===== src/rtl/bpm_pkg.sv =====
package bpm_pkg;
  localparam int unsigned FRAME_BITS = 16;

  typedef enum logic [2:0] {
    PH_IDLE, PH_RST, PH_ADDR, PH_RDAT, PH_WDAT, PH_START, PH_POLL
  } phase_e;

  typedef enum logic [2:0] {
    CY_IDLE, CY_SETUP, CY_STROBE, CY_HOLD, CY_GAP
  } cyc_e;
endpackage


===== src/rtl/bpm_cycle.sv =====
// One single-bit bus cycle: setup, strobe low, hold, chip-select-high gap.
module bpm_cycle
  import bpm_pkg::*;
#(
  parameter int unsigned LOW_W  = 2,
  parameter int unsigned HIGH_W = 1
) (
  input  logic clk_i,
  input  logic rst_ni,
  input  logic start_i,
  input  logic wr_i,
  input  logic wbit_i,
  output logic ready_o,
  output logic done_o,
  output logic rbit_o,
  output logic ce_no,
  output logic oe_no,
  output logic we_no,
  output logic io_o,
  output logic io_oe_o,
  input  logic io_i
);
  localparam int unsigned MAXW = (LOW_W > HIGH_W) ? LOW_W : HIGH_W;
  localparam int unsigned CW   = $clog2(MAXW + 1);

  cyc_e          st_q;
  logic [CW-1:0] cnt_q;
  logic          wr_q, wbit_q, rbit_q, done_q;
  logic          sel;

  always_ff @(posedge clk_i or negedge rst_ni) begin
    if (!rst_ni) begin
      st_q   <= CY_IDLE;
      cnt_q  <= '0;
      wr_q   <= 1'b0;
      wbit_q <= 1'b0;
      rbit_q <= 1'b0;
      done_q <= 1'b0;
    end else begin
      done_q <= 1'b0;
      case (st_q)
        CY_IDLE: if (start_i) begin
          wr_q   <= wr_i;
          wbit_q <= wbit_i;
          st_q   <= CY_SETUP;
        end
        CY_SETUP: begin
          st_q  <= CY_STROBE;
          cnt_q <= '0;
        end
        CY_STROBE: begin
          if (cnt_q == CW'(LOW_W - 1)) begin
            st_q <= CY_HOLD;
            if (!wr_q) rbit_q <= io_i;  // last edge before OE rises
          end else begin
            cnt_q <= cnt_q + 1'b1;
          end
        end
        CY_HOLD: begin
          st_q  <= CY_GAP;
          cnt_q <= '0;
        end
        CY_GAP: begin
          if (cnt_q == CW'(HIGH_W - 1)) begin
            st_q   <= CY_IDLE;
            done_q <= 1'b1;
          end else begin
            cnt_q <= cnt_q + 1'b1;
          end
        end
        default: st_q <= CY_IDLE;
      endcase
    end
  end

  assign sel     = (st_q == CY_SETUP) || (st_q == CY_STROBE) || (st_q == CY_HOLD);
  assign ce_no   = !sel;
  assign oe_no   = !((st_q == CY_STROBE) && !wr_q);
  assign we_no   = !((st_q == CY_STROBE) && wr_q);
  assign io_oe_o = sel && wr_q;
  assign io_o    = wbit_q;
  assign ready_o = (st_q == CY_IDLE);
  assign done_o  = done_q;
  assign rbit_o  = rbit_q;
endmodule


===== src/rtl/bpm_timer.sv =====
// Counts zero-valued status polls; expired_o marks the last allowed one.
module bpm_timer #(
  parameter int unsigned POLL_MAX = 4096
) (
  input  logic clk_i,
  input  logic rst_ni,
  input  logic clr_i,
  input  logic tick_i,
  output logic expired_o
);
  localparam int unsigned TW = $clog2(POLL_MAX + 1);

  logic [TW-1:0] cnt_q;

  always_ff @(posedge clk_i or negedge rst_ni) begin
    if (!rst_ni)     cnt_q <= '0;
    else if (clr_i)  cnt_q <= '0;
    else if (tick_i) cnt_q <= cnt_q + 1'b1;
  end

  assign expired_o = (cnt_q == TW'(POLL_MAX - 1));
endmodule


===== src/rtl/bpm_ctrl.sv =====
// Request-level sequencer: expands a request into single-bit cycle descriptors.
module bpm_ctrl
  import bpm_pkg::*;
#(
  parameter int unsigned ADDR_W     = 9,
  parameter int unsigned PAGE_BYTES = 8,
  parameter int unsigned LEN_W      = 4
) (
  input  logic                    clk_i,
  input  logic                    rst_ni,
  input  logic                    req_valid_i,
  output logic                    req_ready_o,
  input  logic                    req_write_i,
  input  logic [ADDR_W-1:0]       req_addr_i,
  input  logic [LEN_W-1:0]        req_len_i,
  input  logic [8*PAGE_BYTES-1:0] req_wdata_i,
  output logic [7:0]              rd_data_o,
  output logic                    rd_valid_o,
  output logic                    busy_o,
  output logic                    done_o,
  output logic                    err_o,
  output logic                    cyc_start_o,
  output logic                    cyc_wr_o,
  output logic                    cyc_bit_o,
  input  logic                    cyc_ready_i,
  input  logic                    cyc_done_i,
  input  logic                    cyc_rbit_i,
  output logic                    tmr_clr_o,
  output logic                    tmr_tick_o,
  input  logic                    tmr_exp_i
);
  localparam int unsigned DW   = 8 * PAGE_BYTES;
  localparam int unsigned PW   = $clog2(PAGE_BYTES);
  localparam int unsigned SUMW = ((PW > LEN_W) ? PW : LEN_W) + 1;
  localparam int unsigned FB   = FRAME_BITS;
  localparam int unsigned SW   = $clog2(FB);

  phase_e           ph_q;
  logic [SW-1:0]    step_q;
  logic [2:0]       bit_q;
  logic [LEN_W-1:0] byte_q, len_q;
  logic             wr_q, wait_q;
  logic [FB-1:0]    aw_sr;
  logic [DW-1:0]    wd_sr, wd_ord;
  logic [6:0]       rd_sr;
  logic [SUMW-1:0]  page_end;
  logic             reject, last_byte;

  // reorder so byte 0 leaves first, MSB first
  always_comb begin
    for (int k = 0; k < int'(PAGE_BYTES); k++)
      wd_ord[DW-1-8*k -: 8] = req_wdata_i[8*k +: 8];
  end

  assign page_end  = SUMW'(req_addr_i[PW-1:0]) + SUMW'(req_len_i);
  assign reject    = (req_len_i == '0) ||
                     (req_write_i && (page_end > SUMW'(PAGE_BYTES)));
  assign last_byte = (byte_q == len_q - LEN_W'(1));

  always_comb begin
    cyc_wr_o  = 1'b0;
    cyc_bit_o = 1'b0;
    case (ph_q)
      PH_RST:   cyc_wr_o = (step_q == SW'(1));
      PH_ADDR:  begin cyc_wr_o = 1'b1; cyc_bit_o = aw_sr[FB-1]; end
      PH_WDAT:  begin cyc_wr_o = 1'b1; cyc_bit_o = wd_sr[DW-1]; end
      PH_START: begin cyc_wr_o = (step_q == SW'(1)); cyc_bit_o = 1'b1; end
      default:  ;
    endcase
  end

  assign cyc_start_o = (ph_q != PH_IDLE) && cyc_ready_i && !wait_q;
  assign tmr_clr_o   = (ph_q == PH_START) && cyc_done_i;
  assign tmr_tick_o  = (ph_q == PH_POLL) && cyc_done_i && !cyc_rbit_i;
  assign req_ready_o = (ph_q == PH_IDLE);
  assign busy_o      = (ph_q != PH_IDLE);

  always_ff @(posedge clk_i or negedge rst_ni) begin
    if (!rst_ni) begin
      ph_q       <= PH_IDLE;
      step_q     <= '0;
      bit_q      <= '0;
      byte_q     <= '0;
      len_q      <= '0;
      wr_q       <= 1'b0;
      wait_q     <= 1'b0;
      aw_sr      <= '0;
      wd_sr      <= '0;
      rd_sr      <= '0;
      rd_data_o  <= '0;
      rd_valid_o <= 1'b0;
      done_o     <= 1'b0;
      err_o      <= 1'b0;
    end else begin
      rd_valid_o <= 1'b0;
      done_o     <= 1'b0;
      err_o      <= 1'b0;
      if (cyc_start_o) wait_q <= 1'b1;
      if (ph_q == PH_IDLE) begin
        if (req_valid_i) begin
          if (reject) begin
            done_o <= 1'b1;
            err_o  <= 1'b1;
          end else begin
            ph_q   <= PH_RST;
            step_q <= '0;
            bit_q  <= '0;
            byte_q <= '0;
            len_q  <= req_len_i;
            wr_q   <= req_write_i;
            aw_sr  <= FB'(req_addr_i);
            wd_sr  <= wd_ord;
          end
        end
      end else if (cyc_done_i) begin
        wait_q <= 1'b0;
        case (ph_q)
          PH_RST: begin
            if (step_q == SW'(2)) begin
              ph_q   <= PH_ADDR;
              step_q <= '0;
            end else step_q <= step_q + 1'b1;
          end
          PH_ADDR: begin
            aw_sr <= aw_sr << 1;
            if (step_q == SW'(FB - 1)) begin
              ph_q   <= wr_q ? PH_WDAT : PH_RDAT;
              step_q <= '0;
            end else step_q <= step_q + 1'b1;
          end
          PH_RDAT: begin
            rd_sr <= {rd_sr[5:0], cyc_rbit_i};
            bit_q <= bit_q + 1'b1;
            if (bit_q == 3'd7) begin
              rd_data_o  <= {rd_sr, cyc_rbit_i};
              rd_valid_o <= 1'b1;
              byte_q     <= byte_q + 1'b1;
              if (last_byte) begin
                ph_q   <= PH_IDLE;
                done_o <= 1'b1;
              end
            end
          end
          PH_WDAT: begin
            wd_sr <= wd_sr << 1;
            bit_q <= bit_q + 1'b1;
            if (bit_q == 3'd7) begin
              byte_q <= byte_q + 1'b1;
              if (last_byte) begin
                ph_q   <= PH_START;
                step_q <= '0;
              end
            end
          end
          PH_START: begin
            if (step_q == SW'(2)) ph_q <= PH_POLL;
            else step_q <= step_q + 1'b1;
          end
          PH_POLL: begin
            if (cyc_rbit_i) begin
              ph_q   <= PH_IDLE;
              done_o <= 1'b1;
            end else if (tmr_exp_i) begin
              ph_q   <= PH_IDLE;
              done_o <= 1'b1;
              err_o  <= 1'b1;
            end
          end
          default: ph_q <= PH_IDLE;
        endcase
      end
    end
  end
endmodule


===== src/rtl/bitport_mem_host.sv =====
module bitport_mem_host
  import bpm_pkg::*;
#(
  parameter int unsigned ADDR_W     = 9,
  parameter int unsigned PAGE_BYTES = 8,
  parameter int unsigned LEN_W      = 4,
  parameter int unsigned LOW_W      = 2,
  parameter int unsigned HIGH_W     = 1,
  parameter int unsigned POLL_MAX   = 4096
) (
  input  logic                    clk_i,
  input  logic                    rst_ni,
  input  logic                    req_valid_i,
  output logic                    req_ready_o,
  input  logic                    req_write_i,
  input  logic [ADDR_W-1:0]       req_addr_i,
  input  logic [LEN_W-1:0]        req_len_i,
  input  logic [8*PAGE_BYTES-1:0] req_wdata_i,
  output logic [7:0]              rd_data_o,
  output logic                    rd_valid_o,
  output logic                    busy_o,
  output logic                    done_o,
  output logic                    err_o,
  output logic                    mem_ce_no,
  output logic                    mem_oe_no,
  output logic                    mem_we_no,
  output logic                    mem_io_o,
  output logic                    mem_io_oe_o,
  input  logic                    mem_io_i
);
  logic cyc_start, cyc_wr, cyc_bit, cyc_ready, cyc_done, cyc_rbit;
  logic tmr_clr, tmr_tick, tmr_exp;

  bpm_ctrl #(
    .ADDR_W(ADDR_W), .PAGE_BYTES(PAGE_BYTES), .LEN_W(LEN_W)
  ) u_ctrl (
    .clk_i, .rst_ni, .req_valid_i, .req_ready_o, .req_write_i, .req_addr_i,
    .req_len_i, .req_wdata_i, .rd_data_o, .rd_valid_o, .busy_o, .done_o, .err_o,
    .cyc_start_o(cyc_start), .cyc_wr_o(cyc_wr), .cyc_bit_o(cyc_bit),
    .cyc_ready_i(cyc_ready), .cyc_done_i(cyc_done), .cyc_rbit_i(cyc_rbit),
    .tmr_clr_o(tmr_clr), .tmr_tick_o(tmr_tick), .tmr_exp_i(tmr_exp)
  );

  bpm_cycle #(.LOW_W(LOW_W), .HIGH_W(HIGH_W)) u_cycle (
    .clk_i, .rst_ni, .start_i(cyc_start), .wr_i(cyc_wr), .wbit_i(cyc_bit),
    .ready_o(cyc_ready), .done_o(cyc_done), .rbit_o(cyc_rbit),
    .ce_no(mem_ce_no), .oe_no(mem_oe_no), .we_no(mem_we_no),
    .io_o(mem_io_o), .io_oe_o(mem_io_oe_o), .io_i(mem_io_i)
  );

  bpm_timer #(.POLL_MAX(POLL_MAX)) u_timer (
    .clk_i, .rst_ni, .clr_i(tmr_clr), .tick_i(tmr_tick), .expired_o(tmr_exp)
  );
endmodule


===== config.mk =====
export PLATFORM = sky130hd
export DESIGN_NAME = bitport_mem_host
export DESIGN_NICKNAME = d
export VERILOG_FILES = /design/src/rtl/bpm_pkg.sv /design/src/rtl/bpm_cycle.sv /design/src/rtl/bpm_timer.sv /design/src/rtl/bpm_ctrl.sv /design/src/rtl/bitport_mem_host.sv
export SDC_FILE = /design/constraint.sdc
export NUM_CORES = 1
export LEC_CHECK = 0
export BUFFER_PORTS_ARGS = -buffer_cell sky130_fd_sc_hd__buf_2
export CAP_MARGIN = 5
export CORE_MARGIN = 2
export CORE_UTILIZATION = 29
export DETAILED_ROUTE_END_ITERATION = 10
export SYNTH_ARGS = -nofsm -noshare
export SYNTH_HDL_FRONTEND = slang
export SYNTH_SLANG_ARGS = --single-unit

===== constraint.sdc =====
create_clock -name clk_i -period 2.49 [get_ports clk_i]
set_clock_uncertainty 0.1 [all_clocks]
set_input_delay 0.249 -clock clk_i [delete_from_list [all_inputs] [get_ports clk_i]]
set_output_delay 0.249 -clock clk_i [all_outputs]
set_load 0.01 [all_outputs]

## Word level (Yosys, flattened, before mapping)

Index checks and enable logic that the tools add are counted.

| word-level totals | value |
|---|---|
| flip-flop bits (word level) | 140 |
| bits of input ports | 82 |
| output and inout bits | 18 |
| word-level logic and storage cells | 190 |

| operators by class | value |
|---|---|
| add/subtract/negate cells | 7 |
| order comparisons | 1 |
| equality and inequality tests | 33 |
| mux-type cells | 77 |
| bitwise operators | 3 |
| reduce and logical (&&, ||, !) cells | 48 |

Operator list:

| operator | number |
|---|---|
| 64-bit 2-to-1 mux | 5 |
| 16-bit 2-to-1 mux | 5 |
| 3-bit 2-to-1 mux | 22 |
| 4-bit 2-to-1 mux | 13 |
| 13-bit 2-to-1 mux | 2 |
| 1-bit 2-to-1 mux | 21 |
| 3-bit by 2-bit != test with 1-bit output, second input constant | 6 |
| 3-bit one-hot mux with 6 select lines | 1 |
| 4-bit one-hot mux with 4 select lines | 1 |
| 4-bit AND reduction | 4 |
| 3-bit equality test, second input constant | 5 |
| 3-bit one-hot mux with 5 select lines | 1 |
| 3-bit AND reduction | 5 |
| 13-bit by 1-bit adder with 13-bit output, second input constant | 1 |
| 13-bit by 12-bit equality test with 1-bit output, second input constant | 1 |
| 3-bit by 2-bit equality test with 1-bit output, second input constant | 4 |
| 2-bit nonzero test | 6 |
| 11-bit AND reduction | 1 |
| 2-bit != test, second input constant | 5 |
| 1-bit logical AND | 9 |
| 4-bit by 1-bit adder with 4-bit output, second input constant | 2 |
| 2-bit OR reduction | 4 |
| 7-bit AND reduction | 1 |
| 3-bit by 1-bit equality test with 1-bit output, second input constant | 2 |
| other kinds (27) | 42 |

## Depth between registers and ports, before layout

| logic depth | value |
|---|---|
| depth in word-level cells | 7 |
| depth in mapped cells | 11 |

## Hierarchy

From an unflattened synthesis, not the netlist that was laid out.

| unflattened totals | value |
|---|---|
| cells, all modules | 700 |
| area total of the unflattened synthesis | 7,138.1 um2 |

By module, submodules not included:

| module | instances | cells each | area an instance (um2) |
|---|---|---|---|
| bpm_ctrl | 1 | 586 | 5,967.0 |
| bpm_timer | 1 | 66 | 676.9 |
| bpm_cycle | 1 | 48 | 494.2 |

## Worst setup path after synthesis

OpenSTA, ideal clock, no wires.

| timing | value |
|---|---|
| path kind | input to register |
| start point | input req_addr_i[0] |
| end point | register u_ctrl.wd_sr[10] |
| setup time | 0.150 ns |
| data arrival time | 2.215 ns |
| data required time | 2.240 ns |
| setup slack | 0.025 ns |
| cell stages on the path | 11 |
| cell sequence | ha_1 inv_1 fa_1 xnor2_1 o22ai_1 a32oi_1 o41ai_1 buf_2 buf_2 buf_2 a41oi_1 |

| on the way | value |
|---|---|
| cells in the longest elaborated chain, start to end | 6 |

Ends and longest elaborated chain:

| element | RTL line | source |
|---|---|---|
| from (decl) | bitport_mem_host.sv:16 | `input logic [ADDR_W-1:0] req_addr_i,` |
| 3-bit by 4-bit adder with 5-bit output | bpm_ctrl.sv:55 | `assign page_end = SUMW'(req_addr_i[PW-1:0]) + SUMW'(req_len_i);` |
| 5-bit by 4-bit > comparator with 1-bit output | bpm_ctrl.sv:57 | `(req_write_i && (page_end > SUMW'(PAGE_BYTES)));` |
| 1-bit logical AND | bpm_ctrl.sv:57 |  |
| 1-bit logical OR | bpm_ctrl.sv:56 | `assign reject = (req_len_i == '0) \|\|` |
| 2-bit != test (no line) | -- |  |
| 4-bit AND reduction (no line) | -- |  |
| to (signal assigned) | bpm_ctrl.sv:112 | `wd_sr <= wd_ord;` |
| to (signal assigned) | bpm_ctrl.sv:145 | `wd_sr <= wd_sr << 1;` |
| to (decl) | bpm_ctrl.sv:44 | `logic [DW-1:0] wd_sr, wd_ord;` |

No other way between the ends.
A chain may end at the register's enable or synchronous reset.

## Worst setup path after layout

| timing | value |
|---|---|
| start point | register u_ctrl.ph_q[1] |
| end point | output req_ready_o |

| on the way | value |
|---|---|
| cells in the longest elaborated chain, start to end | 1 |

Ends and longest elaborated chain:

| element | RTL line | source |
|---|---|---|
| from (decl) | bpm_ctrl.sv:38 | `phase_e ph_q;` |
| from (signal assigned) | bpm_ctrl.sv:127 | `ph_q <= wr_q ? PH_WDAT : PH_RDAT;` |
| 3-bit logical NOT | bpm_ctrl.sv:75 | `assign req_ready_o = (ph_q == PH_IDLE);` |
| to (decl) | bitport_mem_host.sv:14 | `output logic req_ready_o,` |

No other way between the ends.

==> impl_metrics.json <==
{
  "slowest_stage": "or3_2",
  "min_to": "u_ctrl.wr_q",
  "max_stage_delay_ns": 0.47,
  "drv_cap": 0,
  "final.period_utilization_pct": 95.7,
  "synth_xor_area_share_pct": 2.24,
  "clockRootBuffer": "clkbuf_16",
  "coreArea_sq_um": 23600,
  "yosys_warnings": 0,
  "rr_endpoint": "u_ctrl.step_q[1]",
  "status": "finished clean",
  "cellLeakagePower_nw": 4.06,
  "slew_headroom_pct": 64.4,
  "cts_max_level": 4,
  "grt_pass1_wl_um": 27600,
  "tightest_slew_ns": 0.535,
  "io-pin-count": 100,
  "die_h_um": 160,
  "final_util_pct": 37.5,
  "rsz0062_at_grt": "true",
  "dr_total_vias": 5926,
  "synth-simple-area-share_pct": 17.6,
  "multi_input_area_sq_um": 3250,
  "period_minus_slack_ns": 2.38,
  "gp_congestion": 0.821,
  "p_per_area_nw_per_um2": 952,
  "insertion_delay_ns": 0.42,
  "port_buffers": 99,
  "syn_area_per_cell_sq_um": 9.24,
  "min_path_type": "in -> reg",
  "drt-total-wl_um": 17100,
  "antenna_found_initial": 1,
  "dp_cells": 1157,
  "grt_pass1_vias": 5512,
  "muxShareOfSynthArea_pct": 3.90,
  "reg2reg_setup_slack_ns": 0.13,
  "yosysSeqAreaShare_pct": 49.8,
  "grt_start_max_net_pins": 131,
  "final_cells": 1201,
  "wl_per_cell_um": 14.3,
  "num-fill-cells": 2433,
  "hold_depth": 2,
  "cts_sinks": 140,
  "slew_violations": 0,
  "viasPerCell": 4.93,
  "netlist_area_sq_um": 7030,
  "max_freq_mhz": 420,
  "seq_area_sq_um": 3500,
  "layout-drive-gt1-share_pct": 23.7,
  "cp-start-kind": "register",
  "cp_cell_sequence": "or3_2 -> buf_4 -> clkinv_2 -> buf_12 -> buf_2",
  "synth_top_family_by_area": "compound AO/OA/AOI/OAI gates",
  "synth_ff_type": "dfrtp_1",
  "ys_types": 55,
  "arrival_ns": 2.03,
  "critical_path_buf_inv_count": 4,
  "syn2layout_area_growth_pct": 25.9,
  "reg2reg_depth": 8,
  "synth_edf_count": 0,
  "tritoncts": "done",
  "die_area_sq_um": 25500,
  "antenna_cells": 0,
  "drt_iter0_drc": 444,
  "holdWs_ns": 0.0128,
  "clkTransAtPathRegs_ns": 0.06,
  "die_x_um": 160,
  "cts_inserted_buffers": 17,
  "fin_nets": 966,
  "synth-async-reset-ratio_pct": 100,
  "required_ns": 2.14,
  "clock_path_buffers": 2,
  "initial_utilization_pct": 29.8,
  "rows": 56,
  "ant_nets": 0,
  "finalHoldViolCount": 0,
  "setup_viol": 0,
  "peakVddDrop_v": 0.000740,
  "crit_family": "buffers and inverters",
  "synthCells": 761,
  "synth-seq-cells": 140,
  "drtPass1Iterations": 4,
  "syn_nets": 857,
  "track_usage_pct": 13.2,
  "rr_startpoint": "u_ctrl.len_q[0]",
  "critPathKind": "reg -> out",
  "critPathMaxFanout": 31,
  "crit_path_end_kind": "output port",
  "dp_hpwl_um": 10900,
  "synth_fa_ha_area_share_pct": 2.60,
  "min_from": "req_write_i",
  "overflow": 0,
  "synth_compound_area_share_pct": 19.0,
  "drt_drc_violations_left": 0
}
==> Yosys cell counts (7+ instances only) <==
cell	n	area share (%)
a21oi_1	72	5.1
a22o_1	10	1.2
a41oi_1	63	7.9
buf_2	12	0.85
clkbuf_1	45	2.4
dfrtp_1	140	50
ha_1	13	2.3
inv_1	23	1.2
mux2_2	19	3.0
nand2_1	201	11
nand3_1	7	0.50
nand4_1	7	0.62
nor2_1	32	1.7
o21ai_0	20	1.4
or3_1	7	0.62
xnor2_1	9	1.1
xor2_1	9	1.1
==> state kept, by name (all words and copies together) (netlist names), 2 cells and up <==
register and count:
u_cycle.cnt_q 2, u_ctrl.aw_sr 16, u_ctrl.step_q 4, u_ctrl.rd_data_o 8
u_ctrl.byte_q 4, u_timer.cnt_q 13, u_ctrl.wd_sr 64, u_ctrl.bit_q 3
u_ctrl.ph_q 3, u_cycle.st_q 3, u_ctrl.rd_sr 7, u_ctrl.len_q 4
==> report_power, final <==
| group | total (W) | switching [W] | internal (W) |
|---|---|---|---|
| Sequential | 0.00331 | 0.000408 | 0.00290 |
| Clock | 0.00244 | 0.000988 | 0.00145 |
| Combinational | 0.00267 | 0.00156 | 0.00111 |
| Total | 0.00842 | 0.00295 | 0.00546 |
==> worst max path at each step <==
stage	start	to	slack (ns)	cells past startpoint
global route	req_addr_i[0]	u_ctrl.wd_sr[56]	0.002	12
detailed placement	req_addr_i[0]	u_ctrl.wd_sr[23]	-0.26	12
finish	u_ctrl.ph_q[1]	req_ready_o	0.11	5
global placement	req_addr_i[0]	u_ctrl.aw_sr[5]	-0.22	10
floorplan	req_addr_i[0]	u_ctrl.wd_sr[10]	0.03	11
CTS	u_ctrl.ph_q[2]	req_ready_o	0.009	5
==> final cells by class <==
type / instances / share of cell area, %
inverter: 24 / 1.03
clock buffer: 22 / 5.36
sequential: 140 / 39.6
multi-input combinational: 538 / 36.8
timing repair buffer: 149 / 11.7
clock inverter: 9 / 1.00
tap: 319 / 4.51
==> worst reg2reg max path, delay by kind of cell (launching register included) <==
family | cells | cell delay (ns)
buffers and inverters | 1 | 0.07
adders and majority gates | 1 | 0.30
and+or+nand+nor | 3 | 0.67
DFF | 1 | 0.39
AOI/OAI and AO/OA | 1 | 0.22
muxes | 1 | 0.33
xor gates and xnor gates | 1 | 0.15
==> stage by stage <==
| stage | setup WS (ns) | total power, W | cell area [sq um] | setup TNS, ns |
|---|---|---|---|---|
| after CTS | 0.00889 | 0.00841 | 8700 | 0 |
| after global routing | 0.00218 | 0.00904 | 8840 | 0 |
| after global placement | -0.219 | 0.00588 | 8050 | -14.98 |
| after detailed placement | -0.258 | 0.00593 | 8050 | -16.46 |
| after floorplan | 0.0251 | 0.00517 | 7030 | 0 |
| final | 0.108 | 0.00842 | 8840 | 0 |
==> placed cells by master, fill, tap and decap left out, types with 3 or more instances in the layout <==
cell type / n
inv_1: 22
nand2b_1: 3
dlygate4sd3_1: 8
and2_1: 4
and3_1: 5
clkinvlp_4: 3
clkbuf_16: 20
a21oi_1: 72
nand3_1: 7
or3_1: 6
xor2_1: 9
buf_6: 4
buf_12: 6
dfrtp_1: 140
buf_2: 98
nor3_1: 6
ha_1: 13
buf_4: 30
clkinv_2: 3
a41oi_1: 61
mux2i_1: 3
a22o_1: 10
a32o_1: 3
nor2_1: 31
a21o_1: 5
nor4_1: 3
nand4_1: 7
xnor2_1: 9
o21ai_0: 20
mux2_2: 19
nand2_1: 201
clkbuf_8: 3
==> timing repair <==
action	in CTS	in global routing
hold buffers	8	0
gates resized for setup	0	11
endpoints found under the setup margin	0	56
hold endpoints to repair	39	0
setup buffers	0	2
==> cells by family after synthesis <==
| group | count (synthesis) |
|---|---|
| compound gates | 193 |
| xor+xnor | 18 |
| fa+ha+maj | 14 |
| buf+inv | 83 |
| flops | 140 |
| mux | 24 |
| simple gates | 289 |
==> layer usage <==
layer | GRT usage, % | vias up | share of wire, %
met2 | 20.0 | 127 | 46
met1 | 18.9 | 2867 | 48
met3 | 2.62 | 14 | 4.5
li1 | - | 2916 | -
met5 | 0 | - | 0.076
met4 | 4.09 | 2 | 0.91
No activity file was read; power rests on OpenSTA's default activity.
